===== src/rtl/rrg_pkg.sv =====
package rrg_pkg;
    localparam int VC_W    = 2;
    localparam int DT_W    = 6;
    localparam int ERR_W   = 16;
    localparam int BYTE_W  = 8;
    localparam int HDR_W   = 3 * BYTE_W;
    localparam int FRAME_W = 4 * BYTE_W;
    localparam int CNT_W   = $clog2(FRAME_W);

    // Trigger bytes stored so that LSB-first shifting yields the wire order.
    localparam logic [BYTE_W-1:0] TRIG_TEAR = 8'hBA;
    localparam logic [BYTE_W-1:0] TRIG_ACK  = 8'h84;
    localparam logic [DT_W-1:0]   DT_ERRRPT = 6'h02;

    localparam logic [CNT_W-1:0] LEN_BYTE  = CNT_W'(BYTE_W - 1);
    localparam logic [CNT_W-1:0] LEN_FRAME = CNT_W'(FRAME_W - 1);

    typedef enum logic [1:0] {SRC_NONE, SRC_TEAR, SRC_ACK, SRC_READ} src_e;

    // Header check byte: every header bit owns a six-bit code; weight-3 codes
    // first in ascending order, then weight-5 codes.
    function automatic logic [BYTE_W-1:0] hdr_ecc(input logic [HDR_W-1:0] hdr);
        logic [5:0] par;
        int idx;
        par = '0;
        idx = 0;
        for (int w = 3; w <= 5; w += 2) begin
            for (int v = 0; v < 64; v++) begin
                if ($countones(v[5:0]) == w && idx < HDR_W) begin
                    if (hdr[idx]) par ^= v[5:0];
                    idx++;
                end
            end
        end
        return {2'b00, par};
    endfunction
endpackage


===== src/rtl/rrg_err_accum.sv =====
module rrg_err_accum #(
    parameter int W = 16
) (
    input  logic         clk,
    input  logic         rst_n,
    input  logic [W-1:0] err_in,
    input  logic         clr,
    output logic [W-1:0] acc
);
    typedef struct packed {
        logic [W-1:0] acc;
    } st_t;

    st_t st_d, st_q;

    always_comb begin
        st_d     = st_q;
        st_d.acc = (clr ? '0 : st_q.acc) | err_in;
    end

    always_ff @(posedge clk) begin
        if (!rst_n) st_q <= '0;
        else        st_q <= st_d;
    end

    assign acc = st_q.acc;

    // Sticky bits never drop without a clear.
    p_sticky_r8: assert property (@(posedge clk) disable iff (!rst_n)
        !clr |=> ((acc & $past(acc)) == $past(acc)));

    // A flag seen in the capture cycle survives the clear.
    p_keep_late_r7: assert property (@(posedge clk) disable iff (!rst_n)
        clr |=> ((acc & $past(err_in)) == $past(err_in)));
endmodule


===== src/rtl/rrg_pick.sv =====
module rrg_pick
    import rrg_pkg::*;
(
    input  logic clk,
    input  logic rst_n,
    input  logic te_req,
    input  logic ack_req,
    input  logic rd_req,
    input  logic take,
    output src_e sel,
    output logic any_pend
);
    typedef struct packed {
        logic tear;
        logic ack;
        logic rd;
    } st_t;

    st_t st_d, st_q;

    always_comb begin
        if (st_q.tear)     sel = SRC_TEAR;
        else if (st_q.ack) sel = SRC_ACK;
        else if (st_q.rd)  sel = SRC_READ;
        else               sel = SRC_NONE;

        st_d.tear = (st_q.tear & ~(take && sel == SRC_TEAR)) | te_req;
        st_d.ack  = (st_q.ack  & ~(take && sel == SRC_ACK))  | ack_req;
        st_d.rd   = (st_q.rd   & ~(take && sel == SRC_READ)) | rd_req;
    end

    always_ff @(posedge clk) begin
        if (!rst_n) st_q <= '0;
        else        st_q <= st_d;
    end

    assign any_pend = st_q.tear | st_q.ack | st_q.rd;

    // Serving a tearing notice leaves a pending acknowledge untouched.
    p_tear_first_r9: assert property (@(posedge clk) disable iff (!rst_n)
        (take && st_q.tear && st_q.ack) |=> st_q.ack);

    // A pending request stays until it is served.
    p_hold_pending_r12: assert property (@(posedge clk) disable iff (!rst_n)
        (st_q.rd && !(take && sel == SRC_READ)) |=> st_q.rd);
endmodule


===== src/rtl/rrg_shifter.sv =====
module rrg_shifter #(
    parameter int W  = 32,
    parameter int CW = $clog2(W)
) (
    input  logic          clk,
    input  logic          rst_n,
    input  logic          load,
    input  logic [W-1:0]  din,
    input  logic [CW-1:0] len_m1,
    output logic          bit_o,
    output logic          active_o,
    output logic          first_o,
    output logic          last_o
);
    typedef struct packed {
        logic [W-1:0]  sh;
        logic [CW-1:0] cnt;
        logic          act;
        logic          first;
    } st_t;

    st_t st_d, st_q;

    always_comb begin
        st_d = st_q;
        if (load) begin
            st_d.sh    = din;
            st_d.cnt   = len_m1;
            st_d.act   = 1'b1;
            st_d.first = 1'b1;
        end else if (st_q.act) begin
            st_d.sh    = st_q.sh >> 1;
            st_d.first = 1'b0;
            if (st_q.cnt == '0) st_d.act = 1'b0;
            else                st_d.cnt = st_q.cnt - 1'b1;
        end
    end

    always_ff @(posedge clk) begin
        if (!rst_n) st_q <= '0;
        else        st_q <= st_d;
    end

    assign bit_o    = st_q.sh[0];
    assign active_o = st_q.act;
    assign first_o  = st_q.act & st_q.first;
    assign last_o   = st_q.act & (st_q.cnt == '0);

    // A frame is never cut short.
    p_full_frame_r11: assert property (@(posedge clk) disable iff (!rst_n)
        (st_q.act && st_q.cnt != '0) |=> st_q.act);

    // No new frame is loaded over one in flight.
    p_no_overlap_r12: assert property (@(posedge clk) disable iff (!rst_n)
        st_q.act |-> !load);
endmodule


===== src/rtl/lp_reverse_responder.sv =====
module lp_reverse_responder
    import rrg_pkg::*;
(
    input  logic              clk,
    input  logic              rst_n,
    input  logic [VC_W-1:0]   vc_id,
    input  logic [ERR_W-1:0]  err_flags,
    input  logic              te_req,
    input  logic              ack_req,
    input  logic              rd_req,
    input  logic [DT_W-1:0]   rd_type,
    input  logic [ERR_W-1:0]  rd_data,
    output logic              ser_bit,
    output logic              ser_valid,
    output logic              tx_start,
    output logic              tx_done,
    output logic              busy
);
    logic [ERR_W-1:0]   acc;
    logic               any_pend;
    src_e               sel;
    logic               active;
    logic               load;
    logic               err_hit;
    logic               clr;
    logic [FRAME_W-1:0] frame;
    logic [CNT_W-1:0]   len_m1;
    logic [HDR_W-1:0]   hdr;

    assign load    = !active && any_pend;
    assign err_hit = |acc;
    assign clr     = load && sel == SRC_ACK && err_hit;

    always_comb begin
        hdr    = '0;
        frame  = '0;
        len_m1 = LEN_BYTE;
        unique case (sel)
            SRC_TEAR: frame = FRAME_W'(TRIG_TEAR);
            SRC_ACK: begin
                if (err_hit) begin
                    hdr    = {acc, vc_id, DT_ERRRPT};
                    frame  = {hdr_ecc(hdr), hdr};
                    len_m1 = LEN_FRAME;
                end else begin
                    frame = FRAME_W'(TRIG_ACK);
                end
            end
            SRC_READ: begin
                hdr    = {rd_data, vc_id, rd_type};
                frame  = {hdr_ecc(hdr), hdr};
                len_m1 = LEN_FRAME;
            end
            default: frame = '0;
        endcase
    end

    rrg_err_accum #(.W(ERR_W)) u_acc (
        .clk    (clk),
        .rst_n  (rst_n),
        .err_in (err_flags),
        .clr    (clr),
        .acc    (acc)
    );

    rrg_pick u_pick (
        .clk      (clk),
        .rst_n    (rst_n),
        .te_req   (te_req),
        .ack_req  (ack_req),
        .rd_req   (rd_req),
        .take     (load),
        .sel      (sel),
        .any_pend (any_pend)
    );

    rrg_shifter #(.W(FRAME_W), .CW(CNT_W)) u_shift (
        .clk      (clk),
        .rst_n    (rst_n),
        .load     (load),
        .din      (frame),
        .len_m1   (len_m1),
        .bit_o    (ser_bit),
        .active_o (active),
        .first_o  (tx_start),
        .last_o   (tx_done)
    );

    assign ser_valid = active;
    assign busy      = active | any_pend;

    p_start_in_frame_r11: assert property (@(posedge clk) disable iff (!rst_n)
        tx_start |-> ser_valid);

    p_idle_after_done_r11: assert property (@(posedge clk) disable iff (!rst_n)
        tx_done |=> !ser_valid);

    p_valid_means_busy_r11: assert property (@(posedge clk) disable iff (!rst_n)
        ser_valid |-> busy);

    p_report_empties_r6: assert property (@(posedge clk) disable iff (!rst_n)
        clr |=> (acc == $past(err_flags)));
endmodule


===== config.mk =====
export PLATFORM = sky130hd
export DESIGN_NAME = lp_reverse_responder
export DESIGN_NICKNAME = d
export VERILOG_FILES = /design/src/rtl/rrg_pkg.sv /design/src/rtl/rrg_err_accum.sv /design/src/rtl/rrg_pick.sv /design/src/rtl/rrg_shifter.sv /design/src/rtl/lp_reverse_responder.sv
export SDC_FILE = /design/constraint.sdc
export NUM_CORES = 1
export LEC_CHECK = 0
export BUFFER_PORTS_ARGS = -buffer_cell sky130_fd_sc_hd__buf_2
export CAP_MARGIN = 20
export CORE_MARGIN = 2
export CORE_UTILIZATION = 30
export DETAILED_ROUTE_END_ITERATION = 8
export PLACE_DENSITY_LB_ADDON = 0.3
export SLEW_MARGIN = 40
export SYNTH_ARGS = -nofsm -noshare
export SYNTH_HDL_FRONTEND = slang
export SYNTH_SLANG_ARGS = --single-unit

===== constraint.sdc =====
create_clock -name clk -period 3.3 [get_ports clk]
set_input_delay 0.165 -clock clk [delete_from_list [all_inputs] [get_ports clk]]
set_output_delay 0.165 -clock clk [all_outputs]
set_load 0.01 [all_outputs]

==> flow_summary.toml <==
[power_and_ir_drop]
leakagePower_nw = 1.58
combPwrFrac = 0.358
internal-power_mw = 1.24
p_total_mw = 1.87
max-vdd-ir-drop_uv = 220
p_sw_mw = 0.632
powerDensity_nw_per_um2 = 487
switching_share = 0.337
seqPwrFrac = 0.432
clkPwrFrac = 0.210

[drt]
drt_iter0_drc = 138
drtPass1Iterations = 4
detail_route.wl_per_cell_um = 17.6
vias = 2820
drc = 0
viasPerCell = 5.21
wirelength_um = 9530
ant_nets = 0

[global_routing]
grt_first_pass_wirelength_um = 15400
antenna_found_initial = 0
grt_max_degree = 59
grt.total_usage = 0.167
grt_pass1_vias = 2771
grt_remaining_overflow = 0

[synth]
syn-num-nets = 411
synth_cell_type_count = 46
synth_most_common_cell = "dfxtp_1"
netlist_area_um2 = 3370
seq_area_frac_synth = 0.332
synth_xor_area_frac = 0.255
syn_area_per_cell_um2 = 9.30
synth-compound-area-share = 0.205
synth_top_family_by_area = "XOR/XNOR gates"
synth-seq-cells = 56
synth_edf_count = 0
synth_largest_area_cell = "dfxtp_1"
synthFlopType = "dfxtp_1"
synthArstFlopShare = 0
synth_top_area_share = 0.332
synth.area.top_cells = "dfxtp_1, xnor3_1, xnor2_1"
yosys.area_share.simple = 0.153
synth_fa_ha_area_frac = 0.0111
muxShareOfSynthArea = 0.00297
synth_common_cells = "dfxtp_1, nor2_1, a21oi_1, xnor2_1, nor2b_1"
yosysWarnings = 0
syn_inst = 363

[placement]
portBuffers = 49
hpwl_um = 7160
place_inst = 533
gp_congestion = 0.828

[clock_network]
cts_resized = 0
cts_buffers = 5
cts_root_buf = "clkbuf_8"
clk_latency_ps = 310
cts-htree-levels = 2
clock_path_buffers = 2
cts_setup_buffers = 0
clkTransAtPathRegs_ps = 110
cts_hold_buf = 0
cts_sinks = 56
tritoncts = "built"

[floorplan]
io_pins = 50
die_area_um2 = 12100
die_w_um = 110
start_util = 0.310
coreArea_um2 = 10900
die_y_um = 110
num_rows = 38

[worst_hold_path]
hold_end = "u_acc.acc[8]"
hold_path.class = "in -> reg"
hp-start = "err_flags[8]"
min_path_cells = 3

[setup_path]
worst-path-buf-inv = 2
rrSetupSlack_ps = 1160
cp.required_ps = 3470
reg2regPathDepth = 8
critical_path_peak_fanout = 14
critPathArrivalTime_ps = 2310
end_kind = "flip-flop"
reg2reg_to = "u_shift.st_q[32]"
path_cells = "inv_1, ha_1, nor4b_1, nand4_1, nor2b_1, buf_4, a222oi_1, a31oi_1"
crit_family = "simple AND/OR/NAND/NOR gates"
reg2reg_from = "u_acc.acc[3]"
cp-start-kind = "flip-flop"
critPathKind = "reg -> reg"
critPathMaxStageDelay_ps = 380
crit_slowest_cell = "dfxtp_1"

[finish]
diodes = 0
fin_cells = 541
fin_nets = 448
final_layout_size_suffix_gt1_frac = 0.175
seqCellArea_um2 = 1120
multi_input_area_um2 = 2130
area_growth_syn_to_layout_pct = 14.1
final_util = 0.353
fillers = 1119

[timing]
tightest_slew_ps = 792
slew_violations = 0
skew_ps = 13.4
slew_headroom = 0.471
period_needed_ps = 2140
setup_tns_ps = 0
rsz0062_at_grt = "no"
fin_crit_sh = 0.650
fmax_mhz = 466
setup_viol = 0
report.final.hold_viol_count = 0
whs_ps = 58.2

[run_status]
status = "finished, final reports clean"

[flow_run]
cap_violations = 0
## per-stage QoR
step                setup WS (ps)  instance area [um^2]
detailed placement           1230                  3760
global route                  941                  3850
finish                       1160                  3850
CTS                          1190                  3850
floorplan                    1440                  3370
global placement             1260                  3760
## layer usage
| layer | share of wire | track usage | vias up |
|---|---|---|---|
| met5 | 0 | 0 | - |
| met4 | 0.015 | 0.0389 | 0 |
| met3 | 0.049 | 0.0247 | 8 |
| met2 | 0.49 | 0.280 | 74 |
| met1 | 0.45 | 0.226 | 1362 |
| li1 | - | - | 1376 |
## flip-flops by register name, summed over array words and instances, names as in the netlist
name and flops:
u_acc.acc 16, u_pick.st_q 3, u_shift.active_o 1, u_shift.bit_o 1, u_shift.st_q 35
## cells in the final DEF (no fill, tap or decap), types with 2 or more instances in the layout
cell / instances
dfxtp_1: 55
buf_2: 49
nor2_1: 40
a21oi_1: 33
xnor2_1: 33
nor2b_1: 23
a22oi_1: 22
a221oi_1: 18
xnor3_1: 16
inv_1: 12
xor2_1: 11
nand2_1: 7
o21ai_0: 6
nand3_1: 5
clkbuf_8: 5
buf_4: 5
and2_1: 4
nor3_1: 4
o21ai_1: 4
nor4_1: 3
ha_1: 3
nand4_1: 2
a311oi_1: 2
nor3b_2: 2
and3_1: 2
a222oi_1: 2
or3b_1: 2
a31oi_1: 2
o21a_1: 2
nand2b_1: 2
xor3_1: 2
a21boi_1: 2
o211a_1: 2
a22o_1: 2
## cell type report
type,count,share of cell area
clock buffer,5,0.0179
clock inverter,3,0.00585
timing repair buffer,54,0.0735
tap,140,0.0455
multi-input combinational,271,0.554
inverter,12,0.0117
sequential,56,0.292
## worst max path at each step
stage	cells after the start	from	slack, ps	endpoint
5_1_grt	8	u_acc.acc[3]	940	u_shift.st_q[32]
3_3_place_gp	8	u_acc.acc[3]	1260	u_shift.st_q[32]
2_1_floorplan	9	u_acc.acc[3]	1440	u_shift.st_q[32]
3_5_place_dp	8	u_acc.acc[3]	1230	u_shift.st_q[32]
6_report	8	u_acc.acc[3]	1160	u_shift.st_q[32]
4_1_cts	8	u_acc.acc[3]	1190	u_shift.st_q[32]
## power groups by stage
stage	Combinational, mW	Sequential [mW]	Clock [mW]
CTS	0.674	0.810	0.410
global route	0.736	0.819	0.432
global placement	0.660	0.824	0
floorplan	0.511	0.795	0
finish	0.671	0.811	0.393
detailed placement	0.668	0.826	0
## logic make-up (layout without fill, tap and decap cells)
logic type                 Yosys count  count (layout)
AOI/OAI and AO/OA                  101             101
xor gates and xnor gates            65              65
adders and majority gates            3               3
buffers and inverters               36              74
DFF                                 56              56
muxes                                1               1
and+or+nand+nor                    101             101
## worst min-delay path: cells and delay by family
family | cells | cell delay, ps
AND/OR/NAND/NOR | 1 | 60
buffers and inverters | 1 | 70
AO/OA/AOI/OAI | 1 | 30
Note: power is estimated with default switching activity, not from simulation.
